<file path="src/rtl/pairadd_pkg.sv">
// Shared constants and the decoded-operation type for the pairwise widening
// add unit. Assumes a vector width of 128 bits with a 64-bit short form.
package pairadd_pkg;

    // Number of legal source lane sizes (8, 16 and 32 bits).
    localparam int NUM_SIZES = 3;

    // Fixed opcode fields that every accepted word must carry.
    localparam logic [4:0] MATCH_28_24 = 5'b01110;
    localparam logic [5:0] MATCH_21_16 = 6'b100000;
    localparam logic [3:0] MATCH_13_10 = 4'b1010;

    // Decoded operation.
    typedef struct packed {
        logic       full;      // 1: 128-bit form, 0: 64-bit form
        logic       uns;       // 1: zero-extend lanes, 0: sign-extend
        logic       acc;       // 1: accumulate into destination lanes
        logic [1:0] size;      // source lane size code
        logic       legal;     // word is an accepted encoding
    } pa_op_t;

endpackage

</file>
<file path="src/rtl/pairadd_decode.sv">
// Instruction decoder for the pairwise widening add unit.
// Extracts the form, signedness, accumulate and size fields and checks the
// fixed opcode bits. Assumes the register index fields are resolved upstream,
// so they are not used here.
module pairadd_decode
    import pairadd_pkg::*;
(
    input  logic [31:0] instr,
    output pa_op_t      op
);

    logic pattern_ok;
    logic unused_reg_fields;

    // Compare the fixed opcode bits against the accepted pattern.
    always_comb begin
        pattern_ok = (instr[31] == 1'b0)
                  && (instr[28:24] == MATCH_28_24)
                  && (instr[21:16] == MATCH_21_16)
                  && (instr[15] == 1'b0)
                  && (instr[13:10] == MATCH_13_10);
    end

    // Unpack the variable fields and combine them into the legality flag.
    always_comb begin
        op.full  = instr[30];
        op.uns   = instr[29];
        op.acc   = instr[14];
        op.size  = instr[23:22];
        op.legal = pattern_ok && (instr[23:22] != 2'b11);
    end

    // Register index fields are consumed by the register file, not here.
    assign unused_reg_fields = ^instr[9:0];

endmodule

</file>
<file path="src/rtl/pairadd_lane_engine.sv">
// One fixed-size pairwise widening adder across the whole vector.
// For each result lane it extends two adjacent source lanes of ESZ bits to
// 2*ESZ bits, adds them, and adds the destination lane when accumulating.
// Assumes VEC_W is a multiple of 2*ESZ.
module pairadd_lane_engine #(
    parameter int VEC_W = 128,
    parameter int ESZ   = 8
) (
    input  logic [VEC_W-1:0] src,
    input  logic [VEC_W-1:0] dst,
    input  logic             is_unsigned,
    input  logic             do_acc,
    output logic [VEC_W-1:0] res
);

    localparam int WSZ   = 2 * ESZ;
    localparam int LANES = VEC_W / WSZ;

    for (genvar e = 0; e < LANES; e++) begin : g_lane
        logic [ESZ-1:0] lo_n;
        logic [ESZ-1:0] hi_n;
        logic [WSZ-1:0] lo_w;
        logic [WSZ-1:0] hi_w;
        logic [WSZ-1:0] acc_w;

        // Pick the two adjacent narrow lanes that feed this result lane.
        assign lo_n = src[(2*e)*ESZ +: ESZ];
        assign hi_n = src[(2*e+1)*ESZ +: ESZ];

        // Widen each narrow lane by its sign bit or by zeros.
        assign lo_w = {{ESZ{lo_n[ESZ-1] & ~is_unsigned}}, lo_n};
        assign hi_w = {{ESZ{hi_n[ESZ-1] & ~is_unsigned}}, hi_n};

        // Destination lane joins the sum only in the accumulate form.
        assign acc_w = do_acc ? dst[e*WSZ +: WSZ] : '0;

        // Wrapping sum at the result lane width.
        assign res[e*WSZ +: WSZ] = lo_w + hi_w + acc_w;
    end

endmodule

</file>
<file path="src/rtl/pairadd_unit.sv">
// Top of the pairwise widening add unit.
// Decodes the instruction word and runs one lane engine per legal lane size
// in parallel, then selects by size and clears the upper half in the 64-bit
// form. Results and flags are registered one cycle after the strobe. The
// result register holds its value unless an accepted operation completes.
module pairadd_unit
    import pairadd_pkg::*;
#(
    parameter int VEC_W = 128
) (
    input  logic             clk,
    input  logic             rst_n,
    input  logic             in_valid,
    input  logic [31:0]      instr,
    input  logic [VEC_W-1:0] src_vec,
    input  logic [VEC_W-1:0] dst_vec,
    output logic             out_valid,
    output logic [VEC_W-1:0] out_result,
    output logic             out_illegal
);

    localparam int HALF = VEC_W / 2;

    pa_op_t                             op;
    logic [VEC_W-1:0]                   src_eff;
    logic [NUM_SIZES-1:0][VEC_W-1:0]    eng_res;
    logic [VEC_W-1:0]                   sel_res;
    logic [VEC_W-1:0]                   next_res;
    logic                               accept;

    pairadd_decode u_decode (
        .instr (instr),
        .op    (op)
    );

    // Short form only sees the low half of the source.
    always_comb begin
        src_eff = op.full ? src_vec : {{HALF{1'b0}}, src_vec[HALF-1:0]};
    end

    for (genvar s = 0; s < NUM_SIZES; s++) begin : g_size
        pairadd_lane_engine #(
            .VEC_W (VEC_W),
            .ESZ   (8 << s)
        ) u_engine (
            .src         (src_eff),
            .dst         (dst_vec),
            .is_unsigned (op.uns),
            .do_acc      (op.acc),
            .res         (eng_res[s])
        );
    end

    // Select the engine that matches the decoded lane size.
    always_comb begin
        sel_res = '0;
        for (int s = 0; s < NUM_SIZES; s++) begin
            if (op.size == 2'(s)) begin
                sel_res = eng_res[s];
            end
        end
    end

    // Clear the upper half of the result in the short form.
    always_comb begin
        next_res = op.full ? sel_res : {{HALF{1'b0}}, sel_res[HALF-1:0]};
        accept   = in_valid && op.legal;
    end

    // Status flags: one-cycle response to each strobe.
    always_ff @(posedge clk) begin
        if (!rst_n) begin
            out_valid   <= 1'b0;
            out_illegal <= 1'b0;
        end else begin
            out_valid   <= accept;
            out_illegal <= in_valid && !op.legal;
        end
    end

    // Result register: load on an accepted strobe, hold otherwise.
    always_ff @(posedge clk) begin
        if (!rst_n) begin
            out_result <= '0;
        end else if (accept) begin
            out_result <= next_res;
        end
    end

endmodule

</file>
<file path="config.mk">
export PLATFORM = sky130hd
export DESIGN_NAME = pairadd_unit
export DESIGN_NICKNAME = d
export VERILOG_FILES = /design/src/rtl/pairadd_pkg.sv /design/src/rtl/pairadd_decode.sv /design/src/rtl/pairadd_lane_engine.sv /design/src/rtl/pairadd_unit.sv
export SDC_FILE = /design/constraint.sdc
export NUM_CORES = 2
export LEC_CHECK = 0
export ABC_AREA = 1
export CAP_MARGIN = 5
export CORE_UTILIZATION = 30
export CTS_CLUSTER_DIAMETER = 50
export CTS_CLUSTER_SIZE = 12
export DETAILED_ROUTE_END_ITERATION = 8
export DONT_BUFFER_PORTS = 1
export PLACE_DENSITY = 0.42
export SETUP_SLACK_MARGIN = 0.5
export SLEW_MARGIN = 15
export SYNTH_ARGS = -nofsm -noshare
export SYNTH_HDL_FRONTEND = slang
export SYNTH_SLANG_ARGS = --single-unit
</file>
<file path="constraint.sdc">
create_clock -name clk -period 7.8 [get_ports clk]
set_input_delay 1.56 -clock clk [delete_from_list [all_inputs] [get_ports clk]]
set_output_delay 1.56 -clock clk [all_outputs]
set_load 0.005 [all_outputs]
</file>
==> results.tsv <==
stage	metric	value	unit
status	status	completed	
yosys	main area contributors after synthesis	ha_1 18%, nand2_1 16%, a21oi_1 11%	
setup_path	CP endpoint kind	flip-flop	
placement	dpl hpwl	144100	µm
floorplan	Initial Util	30.35	%
route	first drt pass iteration count	6	
sta	RSZ-0062 raised after global routing	true	
clock_tree	Post CTS Setup Buffer Count	0	
setup_path	slowest cell on the critical path	ha_1	
sta	Setup Skew	0	ps
clock_tree	insertion delay to the later sink of the worst-skew pair	540	ps
yosys	Synth top area share	17.82	%
yosys	post-synthesis cell count	6367	
route	via/cell ratio	5.187	
yosys	Synth Cell Area	36510	µm²
setup_path	Worst EP required	8190	ps
pwr	Pleak	20.64	nW
final_layout	fraction of layout cells with a size suffix above 1	2.930	%
sta	Final Hold Vio Count	0	
floorplan	die height	350.9	µm
clock_tree	clock buffer count from CTS	17	
clock_tree	clock sinks	130	
final_layout	ANT cells	0	
final_layout	# fillers	13850	
sta	Least-Margin Pin Slew	1126	ps
sta	FMAX	0.1453	GHz
min_path	worst hold path class	reg2reg	
route	initial DRC count	2723	
floorplan	row count	127	
setup_path	Buf/Inv on CP	5	
setup_path	CP Class	in2reg	
yosys	top-count cell post-synth	nand2_1	
setup_path	cell mode on critical path	nand2_1	
yosys	most frequent cells after synthesis	1516 x nand2_1, 1039 x inv_1, 783 x a21oi_1	
final_layout	final std cells w/o fill	7925	
pwr	pwr dens	131.0	nW/µm²
yosys	Syn. warnings	0	
route	vias	41110	
setup_path	CP Launch Type	input port	
clock_tree	Worst-path clk slew	70	ps
yosys	sequential share of the synthesized area	7.128	%
sta	crit share post-route	88.26	%
setup_path	Crit Path Max Fanout	75	
sta	Setup TNS	0	ps
clock_tree	CTS Hold Bufs	0	
global_route	pin count of the biggest net entering global routing	129	
final_layout	Layout area overhead	6.587	%
placement	gpl congestion	0.9487	
route	WL final	171200	µm
sta	max-slew violations	0	
pwr	total power	5.099	mW
floorplan	Top Ports	421	
global_route	vias in the first global route	40050	
yosys	register bit total from synthesis	130	
sta	Final setup viols	0	
final_layout	final core occ	32.35	%
setup_path	Worst EP arrival	7280	ps
sta	Max-slew headroom	24.75	%
yosys	Top FF cell, synth	dfxtp_1	
global_route	initial antenna violation count	4	
yosys	syn_area_per_cell	5.734	µm²
route	DRC errors left	0	
route	routed length per placed instance	21.61	µm
clock_tree	CTS tree	yes	
route	ANT nets after route	0	
floorplan	die footprint	123100	µm²
final_layout	nets	7132	
placement	dpl cells	7893	
yosys	EDFF count, synth	0	
yosys	post-synthesis net count	7199	
placement	DP Area	38290	µm²
placement	IO buf count	0	
setup_path	Critical Path Max Stage Delay	370	ps
floorplan	Placeable Area	120300	µm²
global_route	global-route wire length before repair	249700	µm
global_route	GRT Overall Usage	27.18	%
yosys	post-synth top area cell	ha_1	
clock_tree	clock tree root driver cell	clkbuf_16	
clock_tree	maximum buffer depth of the clock tree	2	
yosys	Synth cell types	64	
global_route	total gr overflow	0	
pwr	Max VDD drop	0.0002225	V
final_layout	final instance area	38910	µm²
clock_tree	H-tree Lvls	4	
yosys	Synth async-reset ratio	0	%
floorplan	die width	350.9	µm
sta	min Tclk post-route	6884	ps
clock_tree	post-CTS sizing	0	
setup_path	family with the most delay on the worst path	simple AND/OR/NAND/NOR gates	
job	max-cap violations	0	
-- worst register-to-register path: stages (launching register included) --
cell     delay [ps]
dfxtp_1         560
nand2_1         110
a21oi_1         160
-- stage by stage --
stage	hold slack [ps]	setup slack, ps
after global placement	477.8	390.5
after floorplan	461.8	1414
final	483.8	915.6
after global routing	506.9	468.1
after detailed placement	476.0	355.0
after CTS	486.9	939.3
-- power breakdown --
part | internal (mW) | switching, mW
Combinational | 1.12 | 2.35
Sequential | 0.664 | 0.000339
Clock | 0.515 | 0.453
-- layout make-up --
| type | instances | area, µm² | area share [%] |
|---|---|---|---|
| clock inverter | 14 | 176.4 | 0.4533 |
| sequential | 130 | 2603 | 6.688 |
| multi-input combinational | 5061 | 29470 | 75.72 |
| timing repair buffer | 31 | 232.7 | 0.5980 |
| inverter | 1059 | 3980 | 10.23 |
| clock buffer | 18 | 439.2 | 1.129 |
| tap | 1612 | 2017 | 5.183 |
-- cells by family (layout without fill, tap and decap cells) --
kind of cell	Yosys count	after routing	share of synthesized area, %
fa+ha+maj	541	541	18.97
flops	130	130	7.128
buf+inv	1176	1122	12.28
xor+xnor	280	280	6.717
simple gates	2576	2576	29.29
compound gates	1664	1664	25.62
-- state kept, by name, indices dropped and copies added, names as in the netlist --
signal and cells:
out_illegal 1, out_result 128, out_valid 1
-- path summary, 6_finish.rpt --
path,from,to,slack [ps],cells after the start
worst max-delay path,instr[30],out_result[120]$_SDFFE_PN0P_,920,41
worst min-delay path,out_result[113]$_SDFFE_PN0P_,out_result[113]$_SDFFE_PN0P_,480,2
worst max register to register,out_result[86]$_SDFFE_PN0P_,out_result[86]$_SDFFE_PN0P_,6900,2
worst min register to register,out_result[113]$_SDFFE_PN0P_,out_result[113]$_SDFFE_PN0P_,480,2
-- layout by cell type (no fill, tap or decap), types with 17 or more instances in the layout --
master / n
nor4_1: 26
inv_1: 1036
buf_4: 31
a21boi_0: 25
o21ai_0: 452
or2_2: 28
o21a_1: 31
xor2_1: 183
o221ai_1: 26
a221oi_1: 25
a21oi_1: 782
inv_2: 17
nand2_1: 1516
a41oi_1: 23
fa_1: 21
dfxtp_1: 130
a31oi_1: 86
o21ai_1: 29
nor2_1: 503
nand2_2: 34
ha_1: 520
nand3_1: 275
xnor2_1: 97
o21bai_1: 56
nand4_1: 53
nor3_1: 73
o211ai_1: 36
a21o_1: 21
clkbuf_16: 17
-- metal layers --
metal,wire [µm],track usage [%],vias to the layer above
li1,-,-,21140
met1,75600,33.56,18840
met2,80570,47.16,959
met3,9438,4.648,163
met4,5600,9.366,6
met5,44,0,-
Note: power is estimated with default switching activity, not from simulation.
